`config.mk`:
```
export PLATFORM = sky130hd
export DESIGN_NAME = swfc_top
export DESIGN_NICKNAME = d
export VERILOG_FILES = /design/src/rtl/swfc_pkg.sv /design/src/rtl/swfc_dp.sv /design/src/rtl/swfc_ctrl.sv /design/src/rtl/swfc_top.sv
export SDC_FILE = /design/constraint.sdc
export NUM_CORES = 1
export LEC_CHECK = 0
export BUFFER_PORTS_ARGS = -buffer_cell sky130_fd_sc_hd__buf_2
export CAP_MARGIN = 10
export CORE_ASPECT_RATIO = 0.8
export CORE_MARGIN = 2
export CORE_UTILIZATION = 60
export DETAILED_ROUTE_END_ITERATION = 8
export GPL_TIMING_DRIVEN = 0
export HOLD_SLACK_MARGIN = 0.05
export PLACE_DENSITY = 0.94
export SETUP_SLACK_MARGIN = 0.1
export SYNTH_ARGS = -nofsm -noshare
export SYNTH_HDL_FRONTEND = slang
export SYNTH_SLANG_ARGS = --single-unit
```
`constraint.sdc`:
```
create_clock -name clk -period 4.9 [get_ports clk]
set_input_delay 0.735 -clock clk [delete_from_list [all_inputs] [get_ports clk]]
set_output_delay 0.735 -clock clk [all_outputs]
set_load 0.01 [all_outputs]
```
`src/rtl/swfc_pkg.sv`:
```
package swfc_pkg;
  localparam int NUM_FLOW = 4;

  localparam logic [1:0] SEL_XON_A  = 2'd0;
  localparam logic [1:0] SEL_XON_B  = 2'd1;
  localparam logic [1:0] SEL_XOFF_A = 2'd2;
  localparam logic [1:0] SEL_XOFF_B = 2'd3;

  localparam int ADR_CTRL = 0;
  localparam int ADR_FLOW = 1;
  localparam int ADR_IER  = 5;
  localparam int ADR_FCR  = 6;
  localparam int ADR_MCR  = 7;
  localparam int ADR_STAT = 8;

  localparam int BIT_UNLOCK = 4;
  localparam int BIT_SPEC   = 5;

  typedef enum logic [1:0] {
    MODE_OFF  = 2'b00,
    MODE_SETB = 2'b01,
    MODE_SETA = 2'b10,
    MODE_BOTH = 2'b11
  } flowMode_e;

  typedef enum logic [1:0] {
    PEND_NONE = 2'd0,
    PEND_ON   = 2'd1,
    PEND_OFF  = 2'd2
  } pend_e;

  typedef struct packed {
    logic xonA;
    logic xonB;
    logic xoffA;
    logic xoffB;
  } charMatch_t;

  typedef struct packed {
    logic       fwdCur;
    logic       fwdHeld;
    logic       loadHeld;
    logic       loadReplay;
    logic       setSpec;
    logic       setXoff;
    logic       txInsert;
    logic       txData;
    logic [1:0] txSel;
  } strobe_t;
endpackage

```
`src/rtl/swfc_dp.sv`:
```
module swfc_dp
  import swfc_pkg::*;
#(
  parameter int DATA_W = 8,
  parameter int ADDR_W = 4
) (
  input  logic                       clk,
  input  logic                       rstN,
  input  logic                       cfgWe,
  input  logic [ADDR_W-1:0]          cfgAddr,
  input  logic [DATA_W-1:0]          cfgWdata,
  input  logic                       rxValid,
  input  logic [DATA_W-1:0]          rxData,
  input  logic [DATA_W-1:0]          fifoTxData,
  input  strobe_t                    stb,
  output logic                       curValid,
  output charMatch_t                 match,
  output logic                       replayPending,
  output logic [NUM_FLOW*DATA_W-1:0] flowChars,
  output logic                       fifoWe,
  output logic [DATA_W-1:0]          fifoWdata,
  output logic                       txLoad,
  output logic                       fifoTxPop,
  output logic [DATA_W-1:0]          txChar,
  output logic [DATA_W-1:0]          ctrlReg,
  output logic [DATA_W-1:0]          ierReg,
  output logic [DATA_W-1:0]          fcrReg,
  output logic [DATA_W-1:0]          mcrReg,
  output logic [DATA_W-1:0]          statReg,
  output logic                       irq
);
  localparam logic [DATA_W-1:0] IER_ENH = DATA_W'(8'hF0);
  localparam logic [DATA_W-1:0] FCR_ENH = DATA_W'(8'h30);
  localparam logic [DATA_W-1:0] MCR_ENH = DATA_W'(8'hE0);

  logic [NUM_FLOW-1:0][DATA_W-1:0] flowReg;
  logic [NUM_FLOW-1:0]             hit;
  logic [DATA_W-1:0]               curByte, heldByte, replayByte;
  logic                            replayValid;
  logic                            specFlag, xoffFlag;
  logic                            unlock;

  assign unlock = ctrlReg[BIT_UNLOCK];

  function automatic logic [DATA_W-1:0] lockedWrite(
    input logic [DATA_W-1:0] oldVal,
    input logic [DATA_W-1:0] newVal,
    input logic [DATA_W-1:0] enhMask,
    input logic              open
  );
    return open ? newVal : ((newVal & ~enhMask) | (oldVal & enhMask));
  endfunction

  function automatic logic hitAddr(input logic [ADDR_W-1:0] a, input int target);
    return a == ADDR_W'(target);
  endfunction

  // configuration registers
  always_ff @(posedge clk or negedge rstN) begin
    if (!rstN) begin
      ctrlReg <= '0;
      ierReg  <= '0;
      fcrReg  <= '0;
      mcrReg  <= '0;
      flowReg <= '0;
    end else if (cfgWe) begin
      if (hitAddr(cfgAddr, ADR_CTRL)) ctrlReg <= cfgWdata;
      if (hitAddr(cfgAddr, ADR_IER))  ierReg  <= lockedWrite(ierReg, cfgWdata, IER_ENH, unlock);
      if (hitAddr(cfgAddr, ADR_FCR))  fcrReg  <= lockedWrite(fcrReg, cfgWdata, FCR_ENH, unlock);
      if (hitAddr(cfgAddr, ADR_MCR))  mcrReg  <= lockedWrite(mcrReg, cfgWdata, MCR_ENH, unlock);
      for (int i = 0; i < NUM_FLOW; i++) begin
        if (hitAddr(cfgAddr, ADR_FLOW + i)) flowReg[i] <= cfgWdata;
      end
    end
  end

  // status flags: hardware set wins over a software write in the same cycle
  always_ff @(posedge clk or negedge rstN) begin
    if (!rstN) begin
      specFlag <= 1'b0;
      xoffFlag <= 1'b0;
    end else begin
      if (stb.setSpec) specFlag <= 1'b1;
      else if (cfgWe && unlock && hitAddr(cfgAddr, ADR_STAT)) specFlag <= cfgWdata[4];
      if (stb.setXoff) xoffFlag <= 1'b1;
      else if (cfgWe && unlock && hitAddr(cfgAddr, ADR_STAT)) xoffFlag <= cfgWdata[5];
    end
  end

  assign statReg = DATA_W'({xoffFlag, specFlag, 4'b0000});
  assign irq     = (specFlag & ierReg[4]) | (xoffFlag & ierReg[5]);

  // current receive character: a replayed byte or the live one
  assign curValid      = rxValid | replayValid;
  assign curByte       = replayValid ? replayByte : rxData;
  assign replayPending = replayValid;

  generate
    for (genvar gi = 0; gi < NUM_FLOW; gi++) begin : gCmp
      assign hit[gi] = curValid && (curByte == flowReg[gi]);
    end
  endgenerate

  assign match = '{xonA:  hit[SEL_XON_A],  xonB:  hit[SEL_XON_B],
                   xoffA: hit[SEL_XOFF_A], xoffB: hit[SEL_XOFF_B]};
  assign flowChars = flowReg;

  always_ff @(posedge clk or negedge rstN) begin
    if (!rstN) begin
      replayValid <= 1'b0;
      replayByte  <= '0;
      heldByte    <= '0;
      fifoWe      <= 1'b0;
      fifoWdata   <= '0;
    end else begin
      replayValid <= stb.loadReplay;
      if (stb.loadReplay) replayByte <= curByte;
      if (stb.loadHeld)   heldByte   <= curByte;
      fifoWe <= stb.fwdCur | stb.fwdHeld;
      if (stb.fwdHeld)     fifoWdata <= heldByte;
      else if (stb.fwdCur) fifoWdata <= curByte;
    end
  end

  // transmit character selection
  assign txChar    = stb.txInsert ? flowReg[stb.txSel] : fifoTxData;
  assign txLoad    = stb.txInsert | stb.txData;
  assign fifoTxPop = stb.txData;
endmodule

```
`src/rtl/swfc_ctrl.sv`:
```
module swfc_ctrl
  import swfc_pkg::*;
(
  input  logic       clk,
  input  logic       rstN,
  input  flowMode_e  rxMode,
  input  flowMode_e  txMode,
  input  logic       specEn,
  input  logic       curValid,
  input  charMatch_t match,
  input  logic       txReady,
  input  logic       fifoTxValid,
  input  logic       throttleReq,
  output strobe_t    stb,
  output logic       txPaused,
  output logic [1:0] pendState
);
  pend_e pendQ, pendNext;
  logic  pausedQ, pausedNext;
  logic  secondQ, secondNext;
  logic  seqOffQ, seqOffNext;
  logic  farStopQ, farStopNext;
  logic  xonEv, xoffEv;
  logic  singleCmp;

  // in receive mode 11, transmit modes 01/10 compare single characters
  assign singleCmp = (txMode == MODE_SETA) || (txMode == MODE_SETB);

  always_comb begin
    stb         = '0;
    pendNext    = pendQ;
    pausedNext  = pausedQ;
    secondNext  = secondQ;
    seqOffNext  = seqOffQ;
    farStopNext = farStopQ;
    xonEv       = 1'b0;
    xoffEv      = 1'b0;

    if (curValid) begin
      stb.setSpec = specEn && match.xoffB;
      case (pendQ)
        PEND_ON: begin
          pendNext = PEND_NONE;
          if (match.xonB) xonEv = 1'b1;
          else begin
            stb.fwdHeld    = 1'b1;
            stb.loadReplay = 1'b1;
          end
        end
        PEND_OFF: begin
          pendNext = PEND_NONE;
          if (match.xoffB) xoffEv = 1'b1;
          else begin
            stb.fwdHeld    = 1'b1;
            stb.loadReplay = 1'b1;
          end
        end
        default: begin
          case (rxMode)
            MODE_SETB: begin
              if (match.xoffB)     xoffEv = 1'b1;
              else if (match.xonB) xonEv  = 1'b1;
              else                 stb.fwdCur = 1'b1;
            end
            MODE_SETA: begin
              if (match.xoffA)     xoffEv = 1'b1;
              else if (match.xonA) xonEv  = 1'b1;
              else                 stb.fwdCur = 1'b1;
            end
            MODE_BOTH: begin
              if (singleCmp) begin
                if (match.xoffA || match.xoffB)   xoffEv = 1'b1;
                else if (match.xonA || match.xonB) xonEv = 1'b1;
                else                               stb.fwdCur = 1'b1;
              end else if (match.xoffA) begin
                stb.loadHeld = 1'b1;
                pendNext     = PEND_OFF;
              end else if (match.xonA) begin
                stb.loadHeld = 1'b1;
                pendNext     = PEND_ON;
              end else begin
                stb.fwdCur = 1'b1;
              end
            end
            default: stb.fwdCur = 1'b1;
          endcase
        end
      endcase
    end

    stb.setXoff = xoffEv;
    if (xoffEv)     pausedNext = 1'b1;
    else if (xonEv) pausedNext = 1'b0;

    // transmit: second half of a pair, then a new flow request, then data
    if (txReady) begin
      if (secondQ) begin
        stb.txInsert = 1'b1;
        stb.txSel    = seqOffQ ? SEL_XOFF_B : SEL_XON_B;
        secondNext   = 1'b0;
      end else if ((txMode != MODE_OFF) && (throttleReq != farStopQ)) begin
        stb.txInsert = 1'b1;
        farStopNext  = throttleReq;
        seqOffNext   = throttleReq;
        if (txMode == MODE_SETB) stb.txSel = throttleReq ? SEL_XOFF_B : SEL_XON_B;
        else                     stb.txSel = throttleReq ? SEL_XOFF_A : SEL_XON_A;
        secondNext = (txMode == MODE_BOTH);
      end else if (!pausedQ && fifoTxValid) begin
        stb.txData = 1'b1;
      end
    end
  end

  always_ff @(posedge clk or negedge rstN) begin
    if (!rstN) begin
      pendQ    <= PEND_NONE;
      pausedQ  <= 1'b0;
      secondQ  <= 1'b0;
      seqOffQ  <= 1'b0;
      farStopQ <= 1'b0;
    end else begin
      pendQ    <= pendNext;
      pausedQ  <= pausedNext;
      secondQ  <= secondNext;
      seqOffQ  <= seqOffNext;
      farStopQ <= farStopNext;
    end
  end

  assign txPaused  = pausedQ;
  assign pendState = pendQ;
endmodule

```
`src/rtl/swfc_top.sv`:
```
module swfc_top
  import swfc_pkg::*;
#(
  parameter int DATA_W = 8,
  parameter int ADDR_W = 4
) (
  input  logic              clk,
  input  logic              rstN,
  input  logic              cfgWe,
  input  logic [ADDR_W-1:0] cfgAddr,
  input  logic [DATA_W-1:0] cfgWdata,
  input  logic              rxValid,
  input  logic [DATA_W-1:0] rxData,
  output logic              fifoWe,
  output logic [DATA_W-1:0] fifoWdata,
  input  logic              throttleReq,
  input  logic              fifoTxValid,
  input  logic [DATA_W-1:0] fifoTxData,
  output logic              fifoTxPop,
  input  logic              txReady,
  output logic              txLoad,
  output logic [DATA_W-1:0] txChar,
  output logic              txPaused,
  output logic [DATA_W-1:0] ctrlOut,
  output logic [DATA_W-1:0] ierOut,
  output logic [DATA_W-1:0] fcrOut,
  output logic [DATA_W-1:0] mcrOut,
  output logic [DATA_W-1:0] statOut,
  output logic              irq
);
  strobe_t                    stb;
  charMatch_t                 match;
  logic                       curValid;
  logic                       replayPending;
  logic [NUM_FLOW*DATA_W-1:0] flowChars;
  logic [1:0]                 pendState;
  logic [DATA_W-1:0]          xoffAChar, xoffBChar;
  flowMode_e                  rxMode, txMode;
  logic                       specEn, unlockEn;

  assign rxMode    = flowMode_e'(ctrlOut[1:0]);
  assign txMode    = flowMode_e'(ctrlOut[3:2]);
  assign specEn    = ctrlOut[BIT_SPEC];
  assign unlockEn  = ctrlOut[BIT_UNLOCK];
  assign xoffAChar = flowChars[SEL_XOFF_A*DATA_W +: DATA_W];
  assign xoffBChar = flowChars[SEL_XOFF_B*DATA_W +: DATA_W];

  swfc_dp #(.DATA_W(DATA_W), .ADDR_W(ADDR_W)) uDp (
    .clk(clk), .rstN(rstN),
    .cfgWe(cfgWe), .cfgAddr(cfgAddr), .cfgWdata(cfgWdata),
    .rxValid(rxValid), .rxData(rxData), .fifoTxData(fifoTxData),
    .stb(stb), .curValid(curValid), .match(match),
    .replayPending(replayPending), .flowChars(flowChars),
    .fifoWe(fifoWe), .fifoWdata(fifoWdata),
    .txLoad(txLoad), .fifoTxPop(fifoTxPop), .txChar(txChar),
    .ctrlReg(ctrlOut), .ierReg(ierOut), .fcrReg(fcrOut), .mcrReg(mcrOut),
    .statReg(statOut), .irq(irq)
  );

  swfc_ctrl uCtrl (
    .clk(clk), .rstN(rstN),
    .rxMode(rxMode), .txMode(txMode), .specEn(specEn),
    .curValid(curValid), .match(match),
    .txReady(txReady), .fifoTxValid(fifoTxValid), .throttleReq(throttleReq),
    .stb(stb), .txPaused(txPaused), .pendState(pendState)
  );
endmodule

```
# Word level (Yosys, flattened, before mapping)
# Index checks and enable logic that the tools add are counted.
# W data, S select, Z words.
# totals
ff_bits	97
input_bits	35
out_inout_bits	61
elab_cells	151
# op_classes
magnitude_cmp	1
n_eq_ne	22
n_mux	67
n_bitwise	10
reduce_logical	32
# op_table
cell	count
$mux W8	8
$mux W1	39
$eq A8 B8 Y1	4
$mux W2	11
$bmux W8 S2	1
$eq A4 B3 Y1 const B	4
$reduce_and A2 Y1	8
$reduce_bool A2 Y1	6
$eq A2 B2 Y1 const B	5
$logic_and A1 B1 Y1	9
$pmux W1 S3	3
$eq A4 B2 Y1 const B	2
$or A4 B8 Y8	1
$or A5 B8 Y8	1
$or A8 B6 Y8	1
$eq A2 B1 Y1 const B	3
$pmux W1 S2	3
$mux W5	1
$eq A4 B1 Y1 const B	1
$eq A4 B4 Y1 const B	1
$logic_not A4 Y1	1
$mux W4	1
$or A1 B1 Y1	4
$reduce_and A4 Y1	1
10 further kinds	13

# Longest topological paths before layout
# Gate-level depths: netlist of the first run.
# depth
ltp_word	12
mapped_depth	10
ltp_nobuf	9

# By module
# From an unflattened synthesis of the first run, not the netlist that was laid out.
# unflattened
cells_unflattened	416
hier_area_um2	5073.6
# modules_own_cells
module	n_inst	cells_each	area_each_um2	seq_area_each_um2
swfc_dp	1	348	4490.6	2302.2
swfc_ctrl	1	68	583.1	125.1

# Worst setup path after synthesis of the first run
# Ideal clock, no wire load.
# synth_timing
path_kind	in2out
start	in throttleReq
end	out txChar[0]
arrival_time_ns	2.269
t_required_ns	4.165
setup_slack_ns	1.896
cell_stages	8
n_path_buf	1
cell_sequence	xnor2_1 -> nor2_1 -> o21ai_1 -> or2_2 -> buf_2 -> mux2_2 -> o21ai_0 -> o21ai_0
# synth_between
elab_chain_len	8
elab_cells_between_ends	13
cone_classes	eq/ne (1); mux (11); reduce/logical (1)
# synth_lines
item	line_no	rtl
from (decl)	swfc_top.sv:16	input logic throttleReq,
$mux W2 (tied with other cells)	swfc_ctrl.sv:106	else stb.txSel = throttleReq ? SEL_XOFF_A : SEL_XON_A;
$mux W2 / $logic_and A1 B1 Y1 (equally long branches)	swfc_ctrl.sv:105, swfc_ctrl.sv:101	
$mux W2	swfc_ctrl.sv:101	end else if ((txMode != MODE_OFF) && (throttleReq != farStopQ)) begin
$mux W2	swfc_ctrl.sv:97	if (secondQ) begin
$mux W4 (*)	swfc_ctrl.sv:96	if (txReady) begin
$bmux W8 S2	swfc_dp.sv:126	assign txChar = stb.txInsert ? flowReg[stb.txSel] : fifoTxData;
$mux W8 (not written as such)	swfc_dp.sv:126	
$mux W8 (*)	swfc_dp.sv:126	
to (decl)	swfc_top.sv:22	output logic [DATA_W-1:0] txChar,
# Mark *: on every way between the ends. The rest lies on a longest branch, timed or not. The select of a mux whose other input is x is not followed.

# Final worst setup path of the first run
# layout_timing
start	in throttleReq
end	out txChar[3]
# Same word-level chain as after synthesis.

==> summary.txt, run 1 <==
STA
  • Hold slack: 0.351 ns
  • Slew HR: 0.167
  • Worst-margin pin slew: 1.25 ns
  • Final setup viols: 0
  • RSZ-0062 raised after global routing: false
  • Peak Freq: 257 MHz
  • Tmin final: between 3 and 4 ns
  • Hold Violations, Final: 0
  • Max-slew violation count: 0
  • Skew final: 0.0131 ns
  • Crit share post-route: 0.795
  • Aggregate negative setup slack: 0 ns

Finish
  • Fin area: just over 0.006 mm²
  • Fin nets: around 590
  • Post-Layout Cell Count: approximately 660
  • Layout cells sized above 1: 0.407
  • Area Overhead vs Synth: 16.2%
  • Diode count: 0
  • Fill cells: 618

Logic synthesis
  • Post-synthesis compound-gate area fraction: 0.127
  • Number of flops mapped to enable cells by yosys: 0
  • Ys flop type: dfrtp_1
  • Adder-cell share of the synthesized area: 0.0120
  • Post-Synth Simple-Gate Area: 0.104
  • Synth Instances: 441
  • Post-synthesis sequential area ratio: 0.464
  • Cell variety after synth: 52
  • Post-synthesis cell area: 0.00524 mm²
  • Syn_area_per_cell: 11.9 µm²
  • Largest family of logic cells by synthesized area: multiplexers
  • Post-synth ARST share: 1.00
  • Synth Area in XOR/XNOR: 0.0602
  • Number of synthesized register bits: 97
  • Post-synthesis mux area share: 0.194
  • Syn. warnings: 0

Setup path
  • Crit path required time: between 4 and 5 ns
  • Crit Path Max Fanout: 8
  • Worst reg2reg path startpoint: uDp.replayPending
  • Worst path cell trace: buf_2 > xnor2_1 > nor2_1 > o21ai_1 > or2_2 > buf_2 > mux2i_1 > a211oi_1 > a21o_1 > buf_2
  • Worst EP arrival: 3.16 ns
  • R2R depth: 9
  • Largest stage delay on the critical path: ~0.67 ns
  • Setup crit end kind: primary output
  • CP Launch Type: input pin
  • Crit Path Category: in -> out
  • Most used cell, CP: buf_2
  • R2r setup slk: 2.04 ns
  • Critical R2R Capture: uDp.fifoWdata[5]
  • Slowest stage cell on the critical path: o21ai_1

Route
  • Via density: 6.01
  • Vias: 3979
  • Total Routed Length: 12.8 mm
  • Residual DRC: 0
  • WL/cell: 19.4 µm
  • Initial detailed-routing violation count: 287
  • Final ANT Viol Nets: 0
  • Pre-Repair DR Iteration Count: 5

Floorplanning
  • FP Rows: 30
  • Die W: 108 µm
  • Initial Util: 0.617
  • Die height: 87.5 µm
  • Die area: between 0.009 and 0.01 mm²
  • Ports: 96
  • Core area: 0.00848 mm²

Clock tree
  • CTS buffer count: 9
  • Post-CTS resize count: 0
  • Clock latency at the later pin of the worst-skew pair: 0.37 ns
  • # H-tree levels: 3
  • Clock sink count: 97
  • CTS tree: built
  • Max Root-Sink Buffers: 2
  • Cts hold-fix bufs: 0
  • Postcts setup bufs: 0
  • Worst-path clk slew: 0.10 ns
  • CTS root buffer: clkbuf_8

Status
  • Status: finished clean

Place
  • GP Congestion: 0.986
  • Port Buffers: 87
  • DP HPWL: 9.35 mm
  • DP Cell Count: 646
  • DP Area: about 0.006 mm²

GRT
  • GRT Util Overall: 0.286
  • Largest net degree at the start of global routing: 55
  • First-pass GRT wire length: 20.4 mm
  • Vias in the first global route: 3936
  • Total gr overflow: 0
  • Initial antenna violation count: 0

Power
  • Power, Total: 2.79 mW
  • Combinational share of power: 0.376
  • Power density over the cells: 459 mW/mm²
  • Sw Share: 0.372
  • Peak supply drop: 256 µV
  • Psw: 1.04 mW
  • P_leak: 2.75 nW
  • Internal: 1.75 mW
  • Share of power burned in registers: 0.421
  • Power share of the clock group: 0.203

Worst hold path
  • Worst min-delay path class: in -> async

Flow run
  • Max_cap viols: 0
[per-stage QoR]
stage	setup slack (ns)	util
floorplan	1.90	-
global placement	1.12	0.687
global route	0.921	0.717
detailed placement	1.11	0.691
finish	1.00	0.717
CTS	1.05	0.717
[logic make-up (layout without fill, tap and decap cells)]
family / count (synthesis) / count (layout)
simple gates: 99 / 99
fa+ha+maj: 5 / 5
buf+inv: 33 / 137
compound gates: 87 / 87
xor+xnor: 36 / 36
other cells: 1 / 6
flops: 97 / 97
mux: 83 / 83
[Yosys cell counts (6+ instances only)]
cell type	instances	area share
a211oi_1	10	0.014
a21o_1	6	0.0086
a21oi_1	10	0.0096
buf_4	10	0.014
clkbuf_1	8	0.0057
dfrtp_1	97	0.46
inv_1	8	0.0057
mux2_2	69	0.15
mux2i_1	6	0.011
mux2i_4	8	0.034
nand2_1	37	0.027
nand3_1	6	0.0057
nor2_1	17	0.012
nor2b_1	6	0.0072
nor4_2	7	0.017
o211ai_2	8	0.019
o21ai_0	22	0.021
xnor2_1	36	0.060
[flip-flops by register name, indices dropped and copies added (netlist names), 2 cells and up]
register         flops
uDp.replayByte       8
uDp.fifoWdata        8
uDp.fcrReg           8
uCtrl.pendState      2
uDp.ctrlReg          8
uDp.heldByte         8
uDp.mcrReg           8
uDp.flowChars       32
uDp.ierReg           8
[power by group through the flow]
stage / Clock [mW] / Sequential (mW) / Combinational, mW
after detailed placement: 0 / 1.18 / 1.03
final: 0.567 / 1.18 / 1.05
after floorplan: 0 / 1.20 / 0.684
after CTS: 0.572 / 1.17 / 1.05
after global routing: 0.602 / 1.20 / 1.14
after global placement: 0 / 1.17 / 0.998
[area by class of cell]
class / instances / area [µm²] / area share
multi-input combinational: 316 / 2630 / 0.432
sequential: 97 / 2430 / 0.399
timing repair buffer: 88 / 465 / 0.0765
buffer: 24 / 169 / 0.0278
tap: 112 / 140 / 0.0230
clock buffer: 10 / 138 / 0.0226
clock inverter: 6 / 81.3 / 0.0134
inverter: 9 / 33.8 / 0.00555
[worst max-delay path, delay by kind of cell]
family,cells,cell delay (ns)
buf+inv,3,0.50
mux,1,0.16
xor+xnor,1,0.20
compound gates,3,1.23
simple gates,2,0.32
[cells in the final DEF (no fill, tap or decap), drive strengths merged, types with 2 or more instances in the layout]
cell type	n
xnor2	36
inv	13
dfrtp	97
clkbuf	18
mux2	69
conb	6
a211oi	10
buf	104
nor3	2
a22o	3
nor4	10
o21ai	25
a21o	6
o311ai	8
nand2	39
a31oi	2
a21oi	13
nor3b	2
a21boi	2
o22ai	3
nor2b	6
o211ai	8
nor2	17
ha	5
nand2b	3
nand3	6
mux2i	14
nand3b	3
or3	4
a22oi	3
or2	4
[metal layers]
metal,up-vias,track usage,wire length [µm]
met1,1955,0.405,5650
met4,0,0.0653,221
met5,-,0,0
li1,1787,-,-
met3,29,0.0618,914
met2,208,0.457,6060
[how the worst max path moves through the flow]
stage                      from         to  cells after the start
floorplan           throttleReq  txChar[0]                      8
global placement    throttleReq  txChar[6]                     10
detailed placement  throttleReq  txChar[6]                     10
CTS                 throttleReq  txChar[6]                     10
global route        throttleReq  txChar[6]                     10
finish              throttleReq  txChar[3]                     10
Power figures use the tool's default switching activity.
==> run 2: changes to the inputs <==
CORE_UTILIZATION = 51   (was 60)
PLACE_DENSITY = 0.86   (was 0.94)
clock period = 3.3 ns   (was 4.9 ns; I/O delays follow)
==> run 2 against run 1 <==
Against the previous run:
- flip-flop and latch count did not move
- total power grew 62%
- cell area grew 3.5%
- sequential power rose by 48%
- first-iteration DRC count shrank 5.9%
- combinational power is 51% higher
- die area grew 17%
- largest power group unchanged
==> summary.txt, run 2 (synthesis gave the netlist of run 1 again) <==
Worst hold path
  • Worst min-delay path class: in -> async

Finish
  • Most frequent cells in the layout: dfrtp_1, buf_2, mux2_2
  • Post-Layout Cell Count: 694 (+4.8%)
  • Layout cells sized above 1: 0.422 (+0.0151)
  • Storage cell area: 0.00243 mm² (unchanged)
  • Fill cells: 751 (+22%)
  • Fin nets: 589 (+0.68%)
  • Max reg flops: 32 (unchanged)
  • Fin util: 0.622 (-0.0948)
  • Most common cell after layout, fill and taps aside: dfrtp_1
  • Area Overhead vs Synth: 20.2%
  • Diode count: 0 (unchanged)
  • Area of the multi-input gates: 0.00266 mm² (+1.1%)

STA
  • Skew final: 0.00711 ns (-0.00601 ns)
  • Hold Violations, Final: 0 (unchanged)
  • Tmin final: 3.07 ns
  • Crit share post-route: 0.932
  • Worst-margin pin slew: 1.06 ns (-0.181 ns)
  • RSZ-0062 raised after global routing: false
  • Slew HR: 0.289 (+0.121)
  • Final setup viols: 0 (unchanged)
  • Aggregate negative setup slack: 0 ns (unchanged)
  • Peak Freq: 325 MHz
  • Max-slew violation count: 0 (unchanged)

Floorplanning
  • Die height: 94.6 µm (+8.1%)
  • Die W: 117 µm (+8.2%)
  • Die area: 0.0111 mm² (+17%)
  • Initial Util: 0.518 (-0.0996)
  • FP Rows: 33 (+10%)
  • Ports: 96 (unchanged)
  • Core area: 0.0101 mm² (+19%)

Clock tree
  • # H-tree levels: 3 (unchanged)
  • Worst-path clk slew: 0.07 ns (-0.03 ns)
  • CTS root buffer: clkbuf_16
  • CTS buffer count: 9 (unchanged)
  • Clock sink count: 97 (unchanged)
  • Max Root-Sink Buffers: 2 (unchanged)
  • CTS tree: built
  • Cts hold-fix bufs: 0 (unchanged)
  • Clock latency at the later pin of the worst-skew pair: 0.34 ns (-0.03 ns)

GRT
  • Total gr overflow: 0 (unchanged)
  • First-pass GRT wire length: 20.2 mm (-0.64%)
  • Initial antenna violation count: 0 (unchanged)
  • GRT Util Overall: 0.242 (-0.0438)
  • Largest net degree at the start of global routing: 66 (+20%)
  • Vias in the first global route: 3879 (-1.4%)

Setup path
  • Worst path cell trace: xnor2_1 > nor2_4 > o21ai_4 > or2_2 > buf_2 > mux2_2 > o21ai_0 > o21ai_0 > buf_2
  • Crit Path Max Fanout: 8 (unchanged)
  • Largest stage delay on the critical path: 0.42 ns (-0.25 ns)
  • Worst EP arrival: 2.58 ns (-0.58 ns)
  • Bufs and invs on worst path: 2 (-1)
  • Setup crit end kind: primary output
  • CP delay by family, top: compound AO/OA/AOI/OAI gates
  • Crit Path Category: reg -> out
  • Slowest stage cell on the critical path: dfrtp_1
  • CP Launch Type: register
  • Crit path required time: 2.80 ns (-1.36 ns)

Place
  • GP Congestion: 0.922 (-6.5%)
  • DP HPWL: 9.35 mm (about the same)
  • DP Cell Count: 675 (+4.5%)
  • Port Buffers: 87 (unchanged)

Route
  • Via density: 5.75 (-4.4%)
  • Final ANT Viol Nets: 0 (unchanged)
  • Initial detailed-routing violation count: 270 (-5.9%)
  • Pre-Repair DR Iteration Count: 5 (unchanged)
  • Vias: 3988 (+0.23%)
  • Total Routed Length: 13.1 mm (+1.8%)
  • Residual DRC: 0 (unchanged)
  • WL/cell: 18.8 µm (-2.9%)

Status
  • Status: finished clean

Power
  • P_leak: 2.82 nW (+2.7%)
  • Sw Share: 0.348 (-0.0240)
  • Psw: 1.57 mW (+51%)
  • Combinational share of power: 0.353 (-0.023)
  • Share of power burned in registers: 0.387 (-0.034)
  • Power density over the cells: 718 mW/mm² (+56%)
  • Peak supply drop: 422 µV (+65%)
  • Internal: 2.95 mW (+68%)
  • Power share of the clock group: 0.260 (+0.057)

Flow run
  • Max_cap viols: 0 (unchanged)
-- run 2: changes by cell type in the layout (fill, tap and decap cells not counted), moves of 3 or more --
cell,before,now
clkbuf_16,0,9
clkbuf_8,10,2
buf_4,11,14
inv_8,3,0
-- run 2: power groups by stage --
| stage | sequential, mW | combinational, mW | clock [mW] |
|---|---|---|---|
| after global routing | 1.79 | 1.72 | 1.23 |
| after floorplan | 1.78 | 1.02 | 0 |
| after CTS | 1.74 | 1.56 | 1.18 |
| after global placement | 1.74 | 1.48 | 0 |
| final | 1.75 | 1.59 | 1.18 |
| after detailed placement | 1.76 | 1.53 | 0 |
-- run 2: worst paths after layout --
check	cells past startpoint	to	slack, ns	start
max	9	txChar[0]	0.23	uCtrl.farStopQ
min	1	uDp.fifoWdata[0]	0.09	rstN
max reg2reg	9	uDp.fifoWdata[6]	0.46	uDp.replayPending
min reg2reg	1	uDp.ierReg[2]	0.50	uDp.ierReg[2]
max in group asynchronous	2	uDp.fcrReg[6]	2.54	rstN
min in group clk	2	uCtrl.farStopQ	0.45	throttleReq
-- run 2: area by class of cell --
cell class,instances,share of cell area
Clock buffer,11,0.0402
Sequential cell,97,0.386
Multi-Input combinational cell,316,0.422
Inverter,9,0.00537
Buffer,24,0.0270
Clock inverter,5,0.0135
Tap cell,140,0.0278
Timing Repair Buffer,92,0.0783
-- run 2: per-layer routing --
layer / track usage / wire, µm
met5: 0 / 0
met4: 0.0725 / 248
met3: 0.0456 / 953
met2: 0.393 / 6280
met1: 0.330 / 5580
-- run 2: timing repair --
action | in CTS | in global routing
gates resized for setup | 3 | 9
pin swaps | 0 | 1
gates cloned | 0 | 0
setup endpoints to repair | 8 | 8
buffers inserted | 1 | 2
-- run 2: through the flow --
step / setup WS (ns) / total power, mW / hold WS, ns / cell area [µm²]
global route: 0.0889 / 4.74 / 0.123 / 6290
global placement: 0.00276 / 3.22 / 0.478 / 5860
floorplan: 0.747 / 2.79 / 0.199 / 5250
detailed placement: -0.00257 / 3.30 / 0.472 / 5900
finish: 0.226 / 4.52 / 0.0945 / 6290
CTS: 0.111 / 4.49 / 0.104 / 6260
